[config.mk]
export PLATFORM = sky130hd
export DESIGN_NAME = rtc_i2c_target
export DESIGN_NICKNAME = d
export VERILOG_FILES = /design/src/rtl/rtc_i2c_target.sv
export SDC_FILE = /design/constraint.sdc
export NUM_CORES = 1
export LEC_CHECK = 0
export ABC_AREA = 1
export CAP_MARGIN = 10
export CORE_MARGIN = 2
export CORE_UTILIZATION = 60
export DETAILED_ROUTE_END_ITERATION = 10
export PLACE_DENSITY_LB_ADDON = 0.15
export RECOVER_POWER = 50
export SLEW_MARGIN = 15
export SYNTH_ARGS = -nofsm -noshare
export SYNTH_HDL_FRONTEND = slang
export SYNTH_SLANG_ARGS = --single-unit
[constraint.sdc]
create_clock -name clk -period 3.87 [get_ports clk]
set_clock_uncertainty 0.15 [all_clocks]
set_input_delay 0.774 -clock clk [delete_from_list [all_inputs] [get_ports clk]]
set_output_delay 0.774 -clock clk [all_outputs]
set_load 0.01 [all_outputs]
[src/rtl/rtc_i2c_target.sv]
module rtc_i2c_target #(
  parameter logic [6:0] DEV_ADDR = 7'h51,
  parameter int NREG = 11,
  parameter int TBASE = 4,
  parameter int NT = 7
) (
  input  logic            clk,
  input  logic            rst_n,
  input  logic            scl_in,
  input  logic            sda_in,
  output logic            sda_oe,
  input  logic [8*NT-1:0] time_in,
  output logic [8*NT-1:0] time_out,
  output logic            time_wr
);
  localparam int AW = $clog2(NREG);
  localparam logic [7:0] LAST = 8'(NREG - 1);
  localparam logic [7:0] TLO = 8'(TBASE);
  localparam logic [7:0] THI = 8'(TBASE + NT);

  typedef enum logic [1:0] {S_IDLE, S_ADDR, S_WR, S_RD} st_t;

  logic [1:0] scl_y, sda_y;
  logic scl_q, sda_q;
  wire scl_s = scl_y[1];
  wire sda_s = sda_y[1];

  always_ff @(posedge clk or negedge rst_n)
    if (!rst_n) begin
      scl_y <= 2'b11; sda_y <= 2'b11; scl_q <= 1'b1; sda_q <= 1'b1;
    end else begin
      scl_y <= {scl_y[0], scl_in}; sda_y <= {sda_y[0], sda_in};
      scl_q <= scl_s; sda_q <= sda_s;
    end

  wire start = scl_s & scl_q & sda_q & ~sda_s;
  wire stop  = scl_s & scl_q & ~sda_q & sda_s;
  wire rise  = scl_s & ~scl_q;
  wire fall  = ~scl_s & scl_q;

  st_t st;
  logic [7:0] sr, tx, ptr;
  logic [3:0] bcnt;
  logic rw, first, dirty;
  logic [7:0] mem [NREG];
  logic [7:0] sh [NT];
  logic [7:0] rd_b;

  wire in_time = (ptr >= TLO) && (ptr < THI);
  wire [7:0] nxt = (ptr >= LAST) ? 8'd0 : ptr + 8'd1;

  always_comb begin
    rd_b = 8'h00;
    if (in_time) rd_b = sh[3'(ptr - TLO)];
    else if (ptr <= LAST) rd_b = mem[AW'(ptr)];
  end

  for (genvar g = 0; g < NT; g++) begin : g_out
    assign time_out[8*g +: 8] = sh[g];
  end

  always_ff @(posedge clk or negedge rst_n)
    if (!rst_n) begin
      st <= S_IDLE; sr <= '0; tx <= '0; ptr <= '0; bcnt <= '0;
      rw <= 1'b0; first <= 1'b0; dirty <= 1'b0; sda_oe <= 1'b0; time_wr <= 1'b0;
      for (int i = 0; i < NREG; i++) mem[i] <= '0;
      for (int i = 0; i < NT; i++) sh[i] <= '0;
    end else begin
      time_wr <= 1'b0;
      if (start) begin
        st <= S_ADDR; bcnt <= '0; sda_oe <= 1'b0;
      end else if (stop) begin
        st <= S_IDLE; sda_oe <= 1'b0;
        if (dirty) begin time_wr <= 1'b1; dirty <= 1'b0; end
      end else if (st != S_IDLE) begin
        if (rise) begin
          if (bcnt < 4'd8) begin
            sr <= {sr[6:0], sda_s}; bcnt <= bcnt + 4'd1;
          end else begin
            bcnt <= 4'd9;
            if (st == S_RD && sda_s) st <= S_IDLE;
          end
        end else if (fall) begin
          if (bcnt == 4'd8) begin
            case (st)
              S_ADDR:
                if (sr[7:1] == DEV_ADDR) begin
                  sda_oe <= 1'b1; rw <= sr[0]; first <= ~sr[0];
                  if (!dirty)
                    for (int i = 0; i < NT; i++) sh[i] <= time_in[8*i +: 8];
                end else st <= S_IDLE;
              S_WR: begin
                sda_oe <= 1'b1;
                if (first) begin
                  ptr <= sr; first <= 1'b0;
                end else begin
                  if (in_time) begin sh[3'(ptr - TLO)] <= sr; dirty <= 1'b1; end
                  else if (ptr <= LAST) mem[AW'(ptr)] <= sr;
                  ptr <= nxt;
                end
              end
              default: sda_oe <= 1'b0;
            endcase
          end else if (bcnt == 4'd9) begin
            bcnt <= '0; sda_oe <= 1'b0;
            if (st == S_RD || (st == S_ADDR && rw)) begin
              st <= S_RD; tx <= rd_b; sda_oe <= ~rd_b[7]; ptr <= nxt;
            end else if (st == S_ADDR) st <= S_WR;
          end else if (st == S_RD && bcnt != 4'd0) begin
            sda_oe <= ~tx[3'(7 - bcnt)];
          end
        end
      end
    end

  assert_sda_after_fall_R11: assert property (@(posedge clk) disable iff (!rst_n)
    (sda_oe != $past(sda_oe)) |-> $past(fall || start || stop));
  assert_commit_at_stop_R10: assert property (@(posedge clk) disable iff (!rst_n)
    time_wr |-> $past(stop));
  assert_commit_single_R10: assert property (@(posedge clk) disable iff (!rst_n)
    time_wr |=> !time_wr);
  assert_idle_released_R8: assert property (@(posedge clk) disable iff (!rst_n)
    (st == S_IDLE) |-> !sda_oe);
  assert_no_foreign_ack_R2: assert property (@(posedge clk) disable iff (!rst_n)
    (st == S_ADDR && fall && bcnt == 4'd8 && sr[7:1] != DEV_ADDR) |=> !sda_oe);
  assert_ack_hold_R7: assert property (@(posedge clk) disable iff (!rst_n)
    (st == S_WR && bcnt == 4'd9 && !fall && !start && !stop) |-> sda_oe);
endmodule

# Word level (Yosys, flattened, before mapping)
# Cells that the tools add are included.
[word_totals] output_inout_bits=58 latchBits=0 romBits=0 mem_bits_rw=0 mem_count=0 input_bits=60 reg_bits=185
[op_classes] div_mod_pow=0 n_lt_le_gt_ge=10 shifts=0 n_addsub=4 bitwise=22 n_reduce_logical=37 muxes=72 n_eq_ne=21 multipliers=0
[ops] op="56-bit two-way mux" n=4
[ops] op="8-bit two-way mux" n=14
[ops] op="56-bit one-hot mux with 2 select lines" n=1
[ops] op="88-bit bitwise mux" n=1
[ops] op="56-bit bitwise mux" n=1
[ops] op="8-bit AND reduction" n=6
[ops] op="8-bit binary-select mux with 4-bit select" n=1
[ops] op="8-bit demux with 4-bit select" n=1
[ops] op="4-bit two-way mux" n=8
[ops] op="2-bit two-way mux" n=13
[ops] op="8-bit binary-select mux with 3-bit select" n=1
[ops] op="8-bit demux with 3-bit select" n=1
[ops] op="1-bit two-way mux" n=23
[ops] op="2-bit nonzero test" n=10
[ops] op="5-bit AND reduction" n=3
[ops] op="5-bit nonzero test" n=3
[ops] op="1-bit NOT" n=13
[ops] op="2-bit inequality test (second input constant)" n=6
[ops] op="3-bit nonzero test" n=4
[ops] op="11-bit AND reduction" n=1
[ops] op="5-bit inequality test (second input constant)" n=2
[ops] op="10-bit AND reduction" n=1
[ops] op="8-bit by 1-bit adder with 8-bit output (second input constant)" n=1
[ops] op="4-bit == test (second input constant)" n=2
[ops] op="other kinds (29)" n=45

# Longest topological paths before layout
# Gate-level depths: netlist (run 1).
[logic_depth] ltp_word=15 ltp_mapped=15

# Worst setup path before layout (run 1)
# OpenSTA, ideal clock, no wires.
[synth_timing] kind="register to register" from="reg scl_q" to="reg sh (netlist bit time_out[16])" path_buffers=3 setup_ps=113 required_ps=3607 t_arrival_ps=2002 stages_incl_launch_ff=14 path_slack_ps=1605 cell_sequence="dfstp_2 inv_1 ha_1 clkbuf_1 nor2_1 o211ai_1 nor2_4 nand2_1 nor2_1 buf_4 buf_4 nand3_1 nand2_1 inv_1"
[synth_between] elab_chain_len=5 word_cells_on_any_way=12 cone_classes="bitwise: 11; reduce/logical: 1"
[synth_rtl] element="start, declared" line_no="24" rtl="logic scl_q, sda_q;"
[synth_rtl] element="start signal, assigned" line_no="33" rtl="scl_q <= scl_s; sda_q <= sda_s;"
[synth_rtl] element="1-bit bitwise AND" line_no="36, 37"
[synth_rtl] element="1-bit bitwise AND, on equally long branches (2 in series)" line_no="37, 36"
[synth_rtl] element="1-bit NOT (no source line)"
[synth_rtl] element="11-bit AND reduction (no source line) *"
[synth_rtl] element="end signal, assigned by index" line_no="97" rtl="if (in_time) begin sh[3'(ptr - TLO)] <= sr; dirty <= 1'b1; end"
[synth_rtl] element="end, declared" line_no="46" rtl="logic [7:0] sh [NT];"
# Mark *: on every way between the ends. The rest lies on a longest branch, timed or not.
# A chain may end at the register's enable or synchronous reset.

# Worst setup path in the final report (run 1)
[layout_timing] from="reg ptr[0]" to="reg sh (netlist bit time_out[43])"
[layout_between] elab_chain_len=10 word_cells_on_any_way=16 cone_classes="add/sub: 1; order compare: 4; eq/ne: 1; mux: 6; bitwise: 1; reduce/logical: 3"
[layout_rtl] element="start, declared" line_no="42" rtl="logic [7:0] sr, tx, ptr;"
[layout_rtl] element="start signal, assigned" line_no="99" rtl="ptr <= nxt;"
[layout_rtl] element="3-bit subtractor" line_no="97"
[layout_rtl] element="3-bit NOT with 4-bit output (implied by the code)" line_no="97"
[layout_rtl] element="4-bit greater-or-equal comparator (implied by the code) or 4-bit by 1-bit < comparator with 1-bit output (tied branches)" line_no="97"
[layout_rtl] element="1-bit logical AND (implied by the code)" line_no="97"
[layout_rtl] element="8-bit two-way mux (implied by the code)" line_no="97"
[layout_rtl] element="8-bit demux with 3-bit select" line_no="97"
[layout_rtl] element="56-bit bitwise mux" line_no="97"
[layout_rtl] element="56-bit two-way mux" line_no="97"
[layout_rtl] element="56-bit two-way mux" line_no="94" rtl="if (first) begin"
[layout_rtl] element="56-bit one-hot mux with 2 select lines" line_no="85" rtl="case (st)"
# Several ways; a longest one is shown, not always the timed one. The select of a mux whose other input is x is not followed.

==> results of run 1 <==
routing by layer:
| metal | track usage | vias to the layer above |
|---|---|---|
| li1 | - | 4380 |
| met1 | 0.463 | 4380 |
| met2 | 0.532 | 540 |
| met3 | 0.0659 | 58 |
| met4 | 0.111 | 0 |
| met5 | 0 | - |
placed cells by master (no fill, tap or decap), drive strengths merged, types with 20 or more instances in the layout:
cell	count
a21oi	35
a22oi	42
clkbuf	20
clkdlybuf4s50	114
dfrtp	179
inv	170
nand2	395
nand3	94
nor2	104
o21ai	152
cell families (layout without fill, tap and decap cells):
logic type | after synthesis | in the layout | synth area share
and+or+nand+nor | 642 | 642 | 0.272
buffers and inverters | 255 | 330 | 0.106
AOI/OAI and AO/OA | 240 | 240 | 0.135
DFF | 185 | 185 | 0.468
adders and majority gates | 14 | 14 | 0.0177
xor gates and xnor gates | 1 | 1 | 0.000884
final timing paths:
path                            startpoint            to  slack, ns  depth (start not counted)
max in group asynchronous            rst_n        ptr[0]       1.76                          1
worst min-delay path              scl_y[0]      scl_y[1]       0.21                          0
worst max-delay path                ptr[0]  time_out[43]       0.73                          7
worst max register to register      ptr[0]  time_out[43]       0.73                          7
min in group asynchronous            rst_n  time_out[37]       0.61                          1
worst min register to register    scl_y[0]      scl_y[1]       0.21                          0
area by class of cell:
class	count	area share
clock buffer	19	0.0373
timing repair buffer	129	0.111
multi-input combinational	897	0.364
sequential	185	0.399
tap	216	0.0233
clock inverter	12	0.0101
inverter	170	0.0550
per-stage QoR:
| stage | setup WS (ns) | utilization | hold slack, ns | cell area, µm² | std cells |
|---|---|---|---|---|---|
| detailed placement | 0.786 | 0.692 | 0.199 | 11100 | 1597 |
| global placement | 0.822 | 0.692 | 0.197 | 11100 | 1597 |
| floorplan | 1.61 | - | 0.195 | 9910 | 1337 |
| CTS | 0.786 | 0.727 | 0.209 | 11600 | 1628 |
| finish | 0.728 | 0.726 | 0.212 | 11600 | 1628 |
| global route | 0.580 | 0.726 | 0.219 | 11600 | 1628 |
registers in the layout (all words and copies together) (netlist names), 4 cells and up:
name / flops
mem: 88
time_out: 56
ptr: 8
sr: 8
tx: 8
bcnt: 4
cells in the mapped netlist, drive strengths merged (4+ instances only):
cell | instances | area [µm²]
inv | 165 | 619
nor2 | 104 | 405
nor3 | 15 | 86.3
nand4 | 14 | 87.6
clkbuf | 60 | 225
nand2 | 395 | 1490
o22ai | 4 | 25.0
o21ai | 152 | 772
a21oi | 35 | 175
dfrtp | 179 | 4480
clkinv | 5 | 20.0
nand3b | 17 | 128
a22oi | 42 | 315
ha | 14 | 175
dfstp | 6 | 158
nand3 | 94 | 488
buf | 25 | 189
power by group through the flow:
stage | sequential [µW] | clock (µW) | combinational, µW
after floorplan | 2070 | 0 | 610
after global placement | 2090 | 0 | 952
after detailed placement | 2090 | 0 | 957
after CTS | 2060 | 1680 | 965
after global routing | 2070 | 1760 | 1080
final | 2060 | 1670 | 988
==> flow_summary.json, run 1 <==
{
  "post-route-min-period_ns": 3.14,
  "vias_per_cell": 5.75,
  "failed_checks": "capacitance limit, slew limit",
  "std_cell_rows": 46,
  "status": "complete, but fails checks",
  "top_layer": "met4",
  "hold_class": "flop to flop",
  "fp.dieArea_um2": 17600,
  "peakVddDrop_uv": 333,
  "postSynth.asyncResetShare": 1.00,
  "swShare": 0.330,
  "wl_mm": 28.5,
  "multiInputGateArea_um2": 4230,
  "drtAntennaViolNets": 0,
  "gp_congestion": 0.934,
  "drc": 0,
  "regArea_um2": 4640,
  "antenna_found_initial": 0,
  "die_w_um": 133,
  "clock_path_buffers": 2,
  "n_fill_cell": 1323,
  "syn_area_um2": 9910,
  "syn_avg_cell_area_um2": 7.41,
  "first_pass_iters": 5,
  "wl_met1_mm": 11.8,
  "syn_nets": 1411,
  "synth_flop_cell": "dfrtp_1",
  "crit_path_end_kind": "flop",
  "clk_latency_ns": 0.44,
  "cp.required_ns": 4.10,
  "report.final.slew_viol_count": 65,
  "ctsHoldBuffers": 0,
  "start_kind": "flop",
  "path_clk_slew_ns": 0.07,
  "dp_hpwl_mm": 20.1,
  "cts_resized": 0,
  "synth-seq-cells": 185,
  "post_cts_buffers": 0,
  "switchingPower_uw": 1560,
  "grt_pass1_wl_mm": 46.6,
  "crit_chain": "buf_4 > nand2_1 > nand2_1 > nand4_1 > nand2_1 > nand2_1 > inv_1",
  "synth.yosys.seq_area_share": 0.468,
  "setup-tns-final_ns": 0,
  "clockRootBuffer": "clkbuf_16",
  "cap_violations": 1,
  "finalPower_uw": 4720,
  "p_leak_uw": 0.00594,
  "p_clk_frac": 0.354,
  "tightestPinTransition_ns": 1.76,
  "p_int_uw": 3160,
  "path_class": "flop to flop",
  "wl_met3_mm": 2.65,
  "seq_power_share": 0.437,
  "track_usage": 0.334,
  "initial_core_util": 0.620,
  "portBuffers": 117,
  "numCtsBuffers": 17,
  "power_density_nw_per_um2": 406,
  "crit_family": "simple AND/OR/NAND/NOR gates",
  "met2_length_mm": 13.4,
  "pin_count": 118,
  "htreeDepth": 4,
  "pwr-share-comb": 0.209,
  "cpPeakStageDelay_ns": 0.75,
  "fin_nets": 1474,
  "cts_sinks": 185,
  "path_buf_inv": 2,
  "max-slew-margin-rel": -0.173,
  "cts_tree": "done",
  "grt_pass1_vias": 8855,
  "synth-edff-count": 0,
  "critPathMostFrequentCell": "nand2_1",
  "crit_fanout": 91,
  "ys_types": 36,
  "period_share": 0.812,
  "slowest_stage": "buf_4",
  "first_iter_violations": 1148,
  "setup_viol": 0,
  "diodes": 0,
  "hold_viol_final": 0,
  "layout-drive-gt1-share": 0.0439,
  "overflow": 0,
  "grt_max_degree": 92,
  "fmax_ghz": 0.318,
  "synthToLayoutAreaGrowth_pct": 17.2,
  "ys.warnings.count": 0,
  "arrival_ns": 3.37,
  "coreArea_um2": 16000,
  "rsz0062_at_grt": "no",
  "die_h_um": 133,
  "postSynthCellCount": 1337,
  "drt-wirelength-per-cell_um": 17.5,
  "vias": 9358
}
(Power assumes the default switching activity.)
==> inputs of run 2 (changes only) <==
--- a/config.mk
+++ b/config.mk
@@ -8,7 +8,7 @@
 export ABC_AREA = 1
 export CAP_MARGIN = 10
 export CORE_MARGIN = 2
-export CORE_UTILIZATION = 60
+export CORE_UTILIZATION = 57
 export DETAILED_ROUTE_END_ITERATION = 10
 export PLACE_DENSITY_LB_ADDON = 0.15
 export RECOVER_POWER = 50
==> constraint.sdc (replaced) <==
create_clock -name clk -period 3.09 [get_ports clk]
set_clock_uncertainty 0.15 [all_clocks]
set_input_delay 0.618 -clock clk [delete_from_list [all_inputs] [get_ports clk]]
set_output_delay 0.618 -clock clk [all_outputs]
set_load 0.01 [all_outputs]
==> run 2 against run 1 <==
  * The flow now finishes without violations
  * Largest power group unchanged
  * Utilization shrank 4.3 points
  * Maximum frequency grew 7.6%
  * Die area grew 5.1%
  * Cell count grew 1.4%
  * Worst hold slack gained 0.0012 ns
  * Via count grew 0.33%
  * Clock-buffer cell count shrank 1
  * First-iteration DRC count shrank 22%
==> flow_summary.json, run 2 (same netlist as run 1, synthesis figures left out) <==
{
  "path_clk_slew_ns": 0.08,
  "drc": 0,
  "p_leak_uw": 0.00601,
  "reg2reg_slack_ns": 0.17,
  "grt_max_degree": 67,
  "post-route-min-period_ns": 2.92,
  "cp.required_ns": 3.29,
  "period_share": 0.945,
  "dpl_cell_area_um2": 11200,
  "dp_hpwl_mm": 21.0,
  "clock_path_buffers": 2,
  "hold_viol_final": 0,
  "antenna_found_initial": 0,
  "cts_tree": "done",
  "hold_class": "flop to flop",
  "slowest_stage": "dfrtp_1",
  "hold_depth": 0,
  "arrival_ns": 3.12,
  "cpPeakStageDelay_ns": 0.62,
  "die_w_um": 136,
  "portBuffers": 117,
  "reg2reg_to": "tx[5]",
  "htreeDepth": 4,
  "n_fill_cell": 1481,
  "layout_commonest_cell": "nand2_1",
  "largest_reg_flops": 88,
  "overflow": 0,
  "gp_congestion": 1.06,
  "coreArea_um2": 17200,
  "cap_violations": 0,
  "vias_per_cell": 5.69,
  "crit_path_end_kind": "flop",
  "numCtsBuffers": 17,
  "cts_resized": 0,
  "diodes": 0,
  "mostFrequentLayoutCells": "nand2_1 (393), dfrtp_1 (178), inv_1 (163)",
  "max-slew-margin-rel": 0.217,
  "initial_core_util": 0.577,
  "path_class": "flop to flop",
  "die_h_um": 136,
  "grt_pass1_wl_mm": 46.2,
  "fmax_ghz": 0.343,
  "clk_latency_ns": 0.44,
  "post_cts_buffers": 0,
  "grt_pass1_vias": 8721,
  "clockRootBuffer": "clkbuf_16",
  "setup_viol": 0,
  "vias": 9389,
  "fin_nets": 1486,
  "first_pass_iters": 6,
  "finalPower_uw": 6030,
  "tightestPinTransition_ns": 1.18,
  "rsz0062_at_grt": "no",
  "track_usage": 0.327,
  "cts_sinks": 185,
  "r2r_start": "ptr[1]",
  "path_buf_inv": 2,
  "reg2reg_depth": 10,
  "hold_end": "sda_y[1]",
  "first_iter_violations": 900,
  "report.final.slew_viol_count": 0,
  "status": "completed",
  "critPathMostFrequentCell": "nand2_1",
  "drtAntennaViolNets": 0,
  "setup-tns-final_ns": 0,
  "drt-wirelength-per-cell_um": 17.8,
  "crit_chain": "inv_1 > nor2_1 > nand2_1 > inv_1 > nand2_1 > nand2_1 > nor2_1 > a21oi_1 > nand2_1 > a21oi_1",
  "pin_count": 118,
  "synthToLayoutAreaGrowth_pct": 18.3,
  "worstHoldStart": "sda_y[0]",
  "fp.dieArea_um2": 18500,
  "power_density_nw_per_um2": 514,
  "crit_fanout": 15,
  "wl_mm": 29.4,
  "final_design_area_no_fill_um2": 11700,
  "start_kind": "flop",
  "crit_family": "simple AND/OR/NAND/NOR gates",
  "top_register": "mem",
  "std_cell_rows": 48,
  "layout-drive-gt1-share": 0.0533,
  "peakVddDrop_uv": 503
}
-- run 2: cell types whose count changed in the layout (fill, tap and decap cells not counted) --
| cell | change |
|---|---|
| clkbuf_1 | -2 |
| dlygate4sd3_1 | +1 |
| inv_6 | +3 |
| bufinv_16 | -1 |
| clkinv_2 | -3 |
| clkinv_8 | +2 |
| clkinvlp_4 | -1 |
| clkbuf_8 | +1 |
| inv_8 | +2 |
| clkbuf_4 | +2 |
| buf_12 | -2 |
| buf_4 | +10 |
| clkbuf_2 | +1 |
-- run 2: worst max path at each step --
stage	slack, ns	cells after the start	to	start
after floorplan	0.83	13	time_out[16]	scl_q
after global placement	0.35	10	tx[0]	ptr[1]
after detailed placement	0.32	10	tx[3]	ptr[1]
after CTS	0.29	10	tx[3]	ptr[1]
after global routing	0.04	3	time_out[20]	rst_n
final	0.17	10	tx[5]	ptr[1]
-- run 2: routing by layer --
metal  vias up  GRT usage  part of all wire
met3        78     0.0690             0.095
met2       512      0.505              0.45
met1      4375      0.453              0.42
met4         0      0.133             0.039
li1       4424          -                 -
met5         -          0                 0
-- run 2: what timing repair did --
item	CTS	global route
setup endpoints to repair	0	0
hold buffers	1	0
endpoints found under the hold margin	42	0
-- run 2: final cells by class --
cell class / instances / area [µm²] / area share
Clock buffer: 18 / 439 / 0.0374
Sequential cell: 185 / 4640 / 0.395
Timing Repair Buffer: 141 / 1360 / 0.116
Multi-Input combinational cell: 897 / 4230 / 0.360
Clock inverter: 14 / 146 / 0.0125
Tap cell: 225 / 282 / 0.0240
Inverter: 170 / 639 / 0.0545
-- run 2: where the power goes --
part	internal [µW]	switching, µW
combinational	374	915
sequential	2490	91.5
clock	1100	1060
-- run 2: stage by stage --
step	hold slack (ns)	utilization	setup slack (ns)	instances
2_1_floorplan	0.172	-	0.825	1337
3_3_place_gp	0.196	0.650	0.355	1617
3_5_place_dp	0.199	0.650	0.318	1617
4_1_cts	0.209	0.685	0.293	1650
5_1_grt	0.217	0.683	0.0366	1650
6_report	0.213	0.683	0.171	1650
